===== src/rtl/lpb_pkg.sv =====
`timescale 1ns/1ps
package lpb_pkg;
  localparam int unsigned ADDR_W = 16;
  localparam int unsigned DATA_W = 8;
  localparam int unsigned SEL_W  = 2;

  // Fixed map anchors; coefficient and commit addresses are derived from these.
  localparam logic [ADDR_W-1:0] A_SRST   = 16'h001C;
  localparam logic [ADDR_W-1:0] A_STATUS = 16'h0607;
  localparam logic [ADDR_W-1:0] A_NORM0  = 16'h0608;

  localparam int unsigned SRST_DEV_BIT  = 0;
  localparam int unsigned SRST_LOOP_BIT = 3;
  localparam int unsigned COMMIT_BIT    = 0;

  function automatic logic [ADDR_W-1:0] fast_base(input int unsigned n);
    return A_NORM0 + ADDR_W'(n);
  endfunction

  function automatic logic [ADDR_W-1:0] commit_addr(input int unsigned n);
    return A_NORM0 + ADDR_W'(2 * n);
  endfunction
endpackage


===== src/rtl/lpb_rst_sync.sv =====
`timescale 1ns/1ps
module lpb_rst_sync #(
  parameter int unsigned STAGES = 2
) (
  input  logic clk,
  input  logic rst_n,
  output logic rst_sync_n
);
  logic [STAGES-1:0] sync_q;
  logic [STAGES-1:0] sync_nxt;

  always_comb begin
    sync_nxt = {sync_q[STAGES-2:0], 1'b1};
  end

  always_ff @(posedge clk or negedge rst_n) begin
    if (!rst_n) sync_q <= '0;
    else        sync_q <= sync_nxt;
  end

  assign rst_sync_n = sync_q[STAGES-1];
endmodule


===== src/rtl/lpb_decode.sv =====
`timescale 1ns/1ps
module lpb_decode
  import lpb_pkg::*;
#(
  parameter int unsigned NUM_COEF = 6
) (
  input  logic [ADDR_W-1:0]   addr,
  input  logic [DATA_W-1:0]   wdata,
  input  logic                we,
  input  logic                dev_srst,
  input  logic                loop_srst,
  output logic [NUM_COEF-1:0] norm_hit,
  output logic [NUM_COEF-1:0] fast_hit,
  output logic [NUM_COEF-1:0] norm_we,
  output logic [NUM_COEF-1:0] fast_we,
  output logic                status_hit,
  output logic                commit,
  output logic                loop_req
);
  localparam logic [ADDR_W-1:0] A_FAST0  = fast_base(NUM_COEF);
  localparam logic [ADDR_W-1:0] A_COMMIT = commit_addr(NUM_COEF);

  logic unused_wdata;
  assign unused_wdata = ^wdata;

  for (genvar g = 0; g < NUM_COEF; g++) begin : g_hit
    assign norm_hit[g] = (addr == A_NORM0 + ADDR_W'(g));
    assign fast_hit[g] = (addr == A_FAST0 + ADDR_W'(g));
  end

  logic commit_wr;
  logic srst_wr;

  always_comb begin
    status_hit = (addr == A_STATUS);
    commit_wr  = we && (addr == A_COMMIT) && wdata[COMMIT_BIT];
    srst_wr    = we && (addr == A_SRST);
    norm_we    = we ? norm_hit : '0;
    fast_we    = we ? fast_hit : '0;
    commit     = dev_srst || commit_wr || (srst_wr && wdata[SRST_DEV_BIT]);
    loop_req   = loop_srst || (srst_wr && wdata[SRST_LOOP_BIT]);
  end
endmodule


===== src/rtl/lpb_coef_slot.sv =====
`timescale 1ns/1ps
module lpb_coef_slot #(
  parameter int unsigned       COEF_W  = 6,
  parameter logic [COEF_W-1:0] RST_VAL = '0
) (
  input  logic              clk,
  input  logic              rst_n,
  input  logic              stg_we,
  input  logic [COEF_W-1:0] stg_d,
  input  logic              commit,
  output logic [COEF_W-1:0] stg_q,
  output logic [COEF_W-1:0] act_q
);
  logic [COEF_W-1:0] stg_nxt;
  logic [COEF_W-1:0] act_nxt;

  always_comb begin
    stg_nxt = stg_we ? stg_d : stg_q;
    act_nxt = commit ? stg_q : act_q;
  end

  always_ff @(posedge clk or negedge rst_n) begin
    if (!rst_n) begin
      stg_q <= RST_VAL;
      act_q <= RST_VAL;
    end else begin
      stg_q <= stg_nxt;
      act_q <= act_nxt;
    end
  end
endmodule


===== src/rtl/lpb_loop_param_bank.sv =====
`timescale 1ns/1ps
module lpb_loop_param_bank
  import lpb_pkg::*;
#(
  parameter int unsigned NUM_COEF      = 6,
  parameter int unsigned COEF_W        = 6,
  parameter int unsigned NORM_DEF_BASE = 8,
  parameter int unsigned FAST_DEF_BASE = 20
) (
  input  logic                         clk,
  input  logic                         rst_n,
  input  logic [ADDR_W-1:0]            bus_addr_i,
  input  logic [DATA_W-1:0]            bus_wdata_i,
  input  logic                         bus_we_i,
  output logic [DATA_W-1:0]            bus_rdata_o,
  input  logic [SEL_W-1:0]             in_sel_i,
  input  logic                         dev_srst_i,
  input  logic                         loop_srst_i,
  output logic [NUM_COEF*COEF_W-1:0]   act_norm_o,
  output logic [NUM_COEF*COEF_W-1:0]   act_fast_o,
  output logic                         loop_flush_o
);
  localparam int unsigned FLAT_W = NUM_COEF * COEF_W;

  logic                rst_sync_n;
  logic [NUM_COEF-1:0] norm_hit, fast_hit, norm_we, fast_we;
  logic                status_hit, commit, loop_req;
  logic [FLAT_W-1:0]   stg_norm_flat, stg_fast_flat;
  logic                flush_nxt, flush_q;

  lpb_rst_sync #(.STAGES(2)) i_rst_sync (
    .clk        (clk),
    .rst_n      (rst_n),
    .rst_sync_n (rst_sync_n)
  );

  lpb_decode #(.NUM_COEF(NUM_COEF)) i_decode (
    .addr       (bus_addr_i),
    .wdata      (bus_wdata_i),
    .we         (bus_we_i),
    .dev_srst   (dev_srst_i),
    .loop_srst  (loop_srst_i),
    .norm_hit   (norm_hit),
    .fast_hit   (fast_hit),
    .norm_we    (norm_we),
    .fast_we    (fast_we),
    .status_hit (status_hit),
    .commit     (commit),
    .loop_req   (loop_req)
  );

  for (genvar g = 0; g < NUM_COEF; g++) begin : g_slot
    lpb_coef_slot #(
      .COEF_W  (COEF_W),
      .RST_VAL (COEF_W'(NORM_DEF_BASE + g))
    ) i_norm (
      .clk    (clk),
      .rst_n  (rst_sync_n),
      .stg_we (norm_we[g]),
      .stg_d  (bus_wdata_i[COEF_W-1:0]),
      .commit (commit),
      .stg_q  (stg_norm_flat[g*COEF_W +: COEF_W]),
      .act_q  (act_norm_o[g*COEF_W +: COEF_W])
    );
    lpb_coef_slot #(
      .COEF_W  (COEF_W),
      .RST_VAL (COEF_W'(FAST_DEF_BASE + g))
    ) i_fast (
      .clk    (clk),
      .rst_n  (rst_sync_n),
      .stg_we (fast_we[g]),
      .stg_d  (bus_wdata_i[COEF_W-1:0]),
      .commit (commit),
      .stg_q  (stg_fast_flat[g*COEF_W +: COEF_W]),
      .act_q  (act_fast_o[g*COEF_W +: COEF_W])
    );
  end

  // Read path: staging values, status field, zero elsewhere.
  always_comb begin
    bus_rdata_o = '0;
    if (status_hit) bus_rdata_o[DATA_W-1 -: SEL_W] = in_sel_i;
    for (int k = 0; k < NUM_COEF; k++) begin
      if (norm_hit[k]) bus_rdata_o[COEF_W-1:0] = stg_norm_flat[k*COEF_W +: COEF_W];
      if (fast_hit[k]) bus_rdata_o[COEF_W-1:0] = stg_fast_flat[k*COEF_W +: COEF_W];
    end
  end

  always_comb begin
    flush_nxt = loop_req;
  end

  always_ff @(posedge clk or negedge rst_sync_n) begin
    if (!rst_sync_n) flush_q <= 1'b0;
    else             flush_q <= flush_nxt;
  end

  assign loop_flush_o = flush_q;
endmodule


===== config.mk =====
export PLATFORM = sky130hd
export DESIGN_NAME = lpb_loop_param_bank
export DESIGN_NICKNAME = d
export VERILOG_FILES = /design/src/rtl/lpb_pkg.sv /design/src/rtl/lpb_rst_sync.sv /design/src/rtl/lpb_decode.sv /design/src/rtl/lpb_coef_slot.sv /design/src/rtl/lpb_loop_param_bank.sv
export SDC_FILE = /design/constraint.sdc
export NUM_CORES = 1
export LEC_CHECK = 0
export BUFFER_PORTS_ARGS = -buffer_cell sky130_fd_sc_hd__buf_2
export CORE_UTILIZATION = 52
export CTS_CLUSTER_DIAMETER = 40
export DETAILED_ROUTE_END_ITERATION = 8
export GPL_TIMING_DRIVEN = 0
export PLACE_DENSITY = 0.73
export SYNTH_ARGS = -nofsm -noshare
export SYNTH_HDL_FRONTEND = slang
export SYNTH_HIERARCHICAL = 1
export SYNTH_SLANG_ARGS = --single-unit

===== constraint.sdc =====
create_clock -name clk -period 4.1 [get_ports clk]
set_input_delay 0.41 -clock clk [delete_from_list [all_inputs] [get_ports clk]]
set_output_delay 0.41 -clock clk [all_outputs]
set_load 0.01 [all_outputs]

==> out/summary.txt <==
status = completed
Worst EP required = 3.69 ns
max_slew headroom = 0.315
Synth Register Bits = 147
setup bufs post-CTS = 0
crit path DAT = 3.39 ns
RSZ-0062 raised after global routing = no
via density per instance = 5.46
Clock Sinks = 147
placed cell areas = 8280 um2
Syn Area/Cell = 14.3 um2
CTS tree = done
Hold Path Stages = 2
critical path launch point type = primary input
Post-synth top flop = dfrtp_1
crit-path cells = buf_2, nor4b_1, nand2_1, nor3b_1, buf_2, nor3b_2, nor3_1, o211ai_1, a21oi_1, buf_2
Pleak = 0.00432 uW
crit share post-route = 0.926
Post-Route WL = 16900 um
CP peak stage delay = 0.59 ns
post-synthesis net count = 555
yosys warns = 6
Synth Cell Area = 7470 um2
filler cell count = 1029
CP endpoint = bus_rdata_o[4]
FF/Latch Area = 3760 um2
worst-margin pin slew = 1.03 ns
Total Die Area = 14900 um2
htree depth = 4
Core Region = 13900 um2
clk slew on worst S/H paths = 0.06 ns
DR iter-0 viols = 325
DR pass1 iterations = 5
Critical Path Sink Type = output pin
vias in the first global route = 4732
antenna violation net count after detailed routing = 0
area grow syn2layout = 19.8%
Async SR Flop Fraction = 1.00
Finish-stage setup viols = 0
HPWL Detailed = 12000 um
delay-heaviest family, CP = simple AND/OR/NAND/NOR gates
flop-to-flop setup slack = 2.78 ns
R2R cell count = 1
most used cell, CP = buf_2
top post-synthesis cells by area = dfrtp_1 (29%), mux2_4 (29%), dfstp_2 (21%), buf_6 (3.9%), nor3b_1 (1.9%)
clk buf depth = 2
max-cap violation count = 0
row cnt = 43
Max Transition Viols Final = 0
n_diodes = 0
CTS Root Buffer Type = clkbuf_16
cell taking the most area after synthesis = dfrtp_1
die width = 122 um
drt drc = 0
kind of critical path = in -> out
WP buf/inv = 3
Peak Freq = 263 MHz
largest net degree at the start of global routing = 76
Die H = 122 um
most frequent cells after synthesis = mux2_4 (144), dfrtp_1 (87), dfstp_2 (60), nand2_1 (33), buf_6 (26)
Mapped Cells = 524
Starting Density = 0.536
post-synth cell types = 48
finished layout cell area = 8950 um2
Yosys top cell area share = 0.291
initial antenna violation count = 0
nets@finish = 685
PwrDens = 368 nW/um2
gp weighted congestion = 0.935
final hold violations = 0
most common cell in the synthesized netlist = mux2_4
Hold Crit Class = in -> reg
reg-to-reg startpoint = i_rst_sync/sync_q[1]$_DFF_PN0_
DR vias = 4621
Crit. Startpoint = bus_addr_i[5]
total power = 3290 uW
clk_lat worst skew = 0.42 ns
Critical-path top delay cell = nor4b_1
CP Max Fanout = 10
Overall Global Routing Usage = 0.247
Seq/Total Area, Yosys = 0.502
drt wl/cell = 19.9 um
multi-input logic area = 3370 um2
min cycle time layout = 3.80 ns
Port Buffers = 109
post-route setup TNS = 0 ns
first-pass GRT wire length = 26800 um
FF-to-FF End = g_slot[1].i_fast/act_q[2]$_DFFE_PN1P_
Num CTS Buffers = 17
Max IR drop VDD = 0.276 mV
Final Skew = 0.00819 ns
total congestion overflow = 0
total stage count of the critical path = 10
layout cells sized above 1 = 0.583
number of synthesized flops with an enable pin = 0
I/O Pins = 112
## flip-flops by register name, indices dropped and copies added, names as in the netlist
name                 count
g_slot.i_fast/act_q     36
g_slot.i_norm/act_q     36
loop_flush_o             1
g_slot.i_fast/stg_q     36
g_slot.i_norm/stg_q     36
i_rst_sync/sync_q        2
## final cells by class
class,instances,area share
sequential,147,0.420
tap,180,0.0252
timing repair buffer,111,0.0651
clock inverter,7,0.0158
inverter,4,0.00168
buffer,35,0.0372
clock buffer,25,0.0587
multi-input combinational,338,0.377
## placed cells by master (no fill, tap or decap), types with 3 or more instances in the layout
cell type	n
o21ai_1	3
and2_1	4
dfrtp_1	86
bufinv_16	4
buf_2	114
nand4_1	4
nand3_1	5
clkbuf_16	17
o31ai_1	9
mux2_4	144
a211oi_1	5
inv_1	4
clkbuf_8	7
buf_6	26
a22oi_1	6
clkbuf_1	5
nor3b_1	19
nand2_1	33
nor2_1	17
nor2b_1	21
nor3_1	19
nand2b_1	4
a21oi_1	10
o21ai_0	7
dfstp_2	60
## routing by layer
| layer | vias up | global-route usage | part of all wire |
|---|---|---|---|
| li1 | 2150 | - | - |
| met1 | 2251 | 0.354 | 0.47 |
| met2 | 184 | 0.365 | 0.44 |
| met3 | 36 | 0.0473 | 0.053 |
| met4 | 0 | 0.110 | 0.028 |
| met5 | - | 0 | 0 |
## report_power, final
part	switching [uW]	leakage, uW	internal [uW]
clock	568	0.000326	1130
combinational	74.9	0.00216	44.9
sequential	13.0	0.00183	1460
## what timing repair did
action	in CTS	in global routing
endpoints found under the setup margin	0	0
hold endpoints to repair	2	0
gates resized for setup	0	0
hold buffers	1	0
## stage by stage
| stage | setup WS [ns] | hold slack (ns) | util | std cells |
|---|---|---|---|---|
| 2_1_floorplan | 1.44 | 0.114 | - | 524 |
| 3_3_place_gp | 0.543 | 0.195 | 0.592 | 813 |
| 3_5_place_dp | 0.443 | 0.199 | 0.594 | 814 |
| 4_1_cts | 0.422 | 0.180 | 0.642 | 847 |
| 5_1_grt | 0.150 | 0.194 | 0.642 | 847 |
| 6_report | 0.302 | 0.194 | 0.642 | 847 |
## cells by family after synthesis
logic type,after synthesis,synth area share
and+or+nand+nor,144,0.116
DFF,147,0.502
other,1,0.000502
AOI/OAI and AO/OA,48,0.0442
muxes,145,0.291
buffers and inverters,39,0.0465
## how the worst min path moves through the flow
stage                startpoint                        endpoint  slack [ns]
floorplan                 rst_n  i_rst_sync/sync_q[0]$_DFF_PN0_        0.11
global placement          rst_n  i_rst_sync/sync_q[0]$_DFF_PN0_        0.20
detailed placement        rst_n  i_rst_sync/sync_q[1]$_DFF_PN0_        0.20
CTS                 loop_srst_i          loop_flush_o$_DFF_PN0_        0.18
global route        loop_srst_i          loop_flush_o$_DFF_PN0_        0.19
finish              loop_srst_i          loop_flush_o$_DFF_PN0_        0.19
Power figures use the tool's default switching activity.
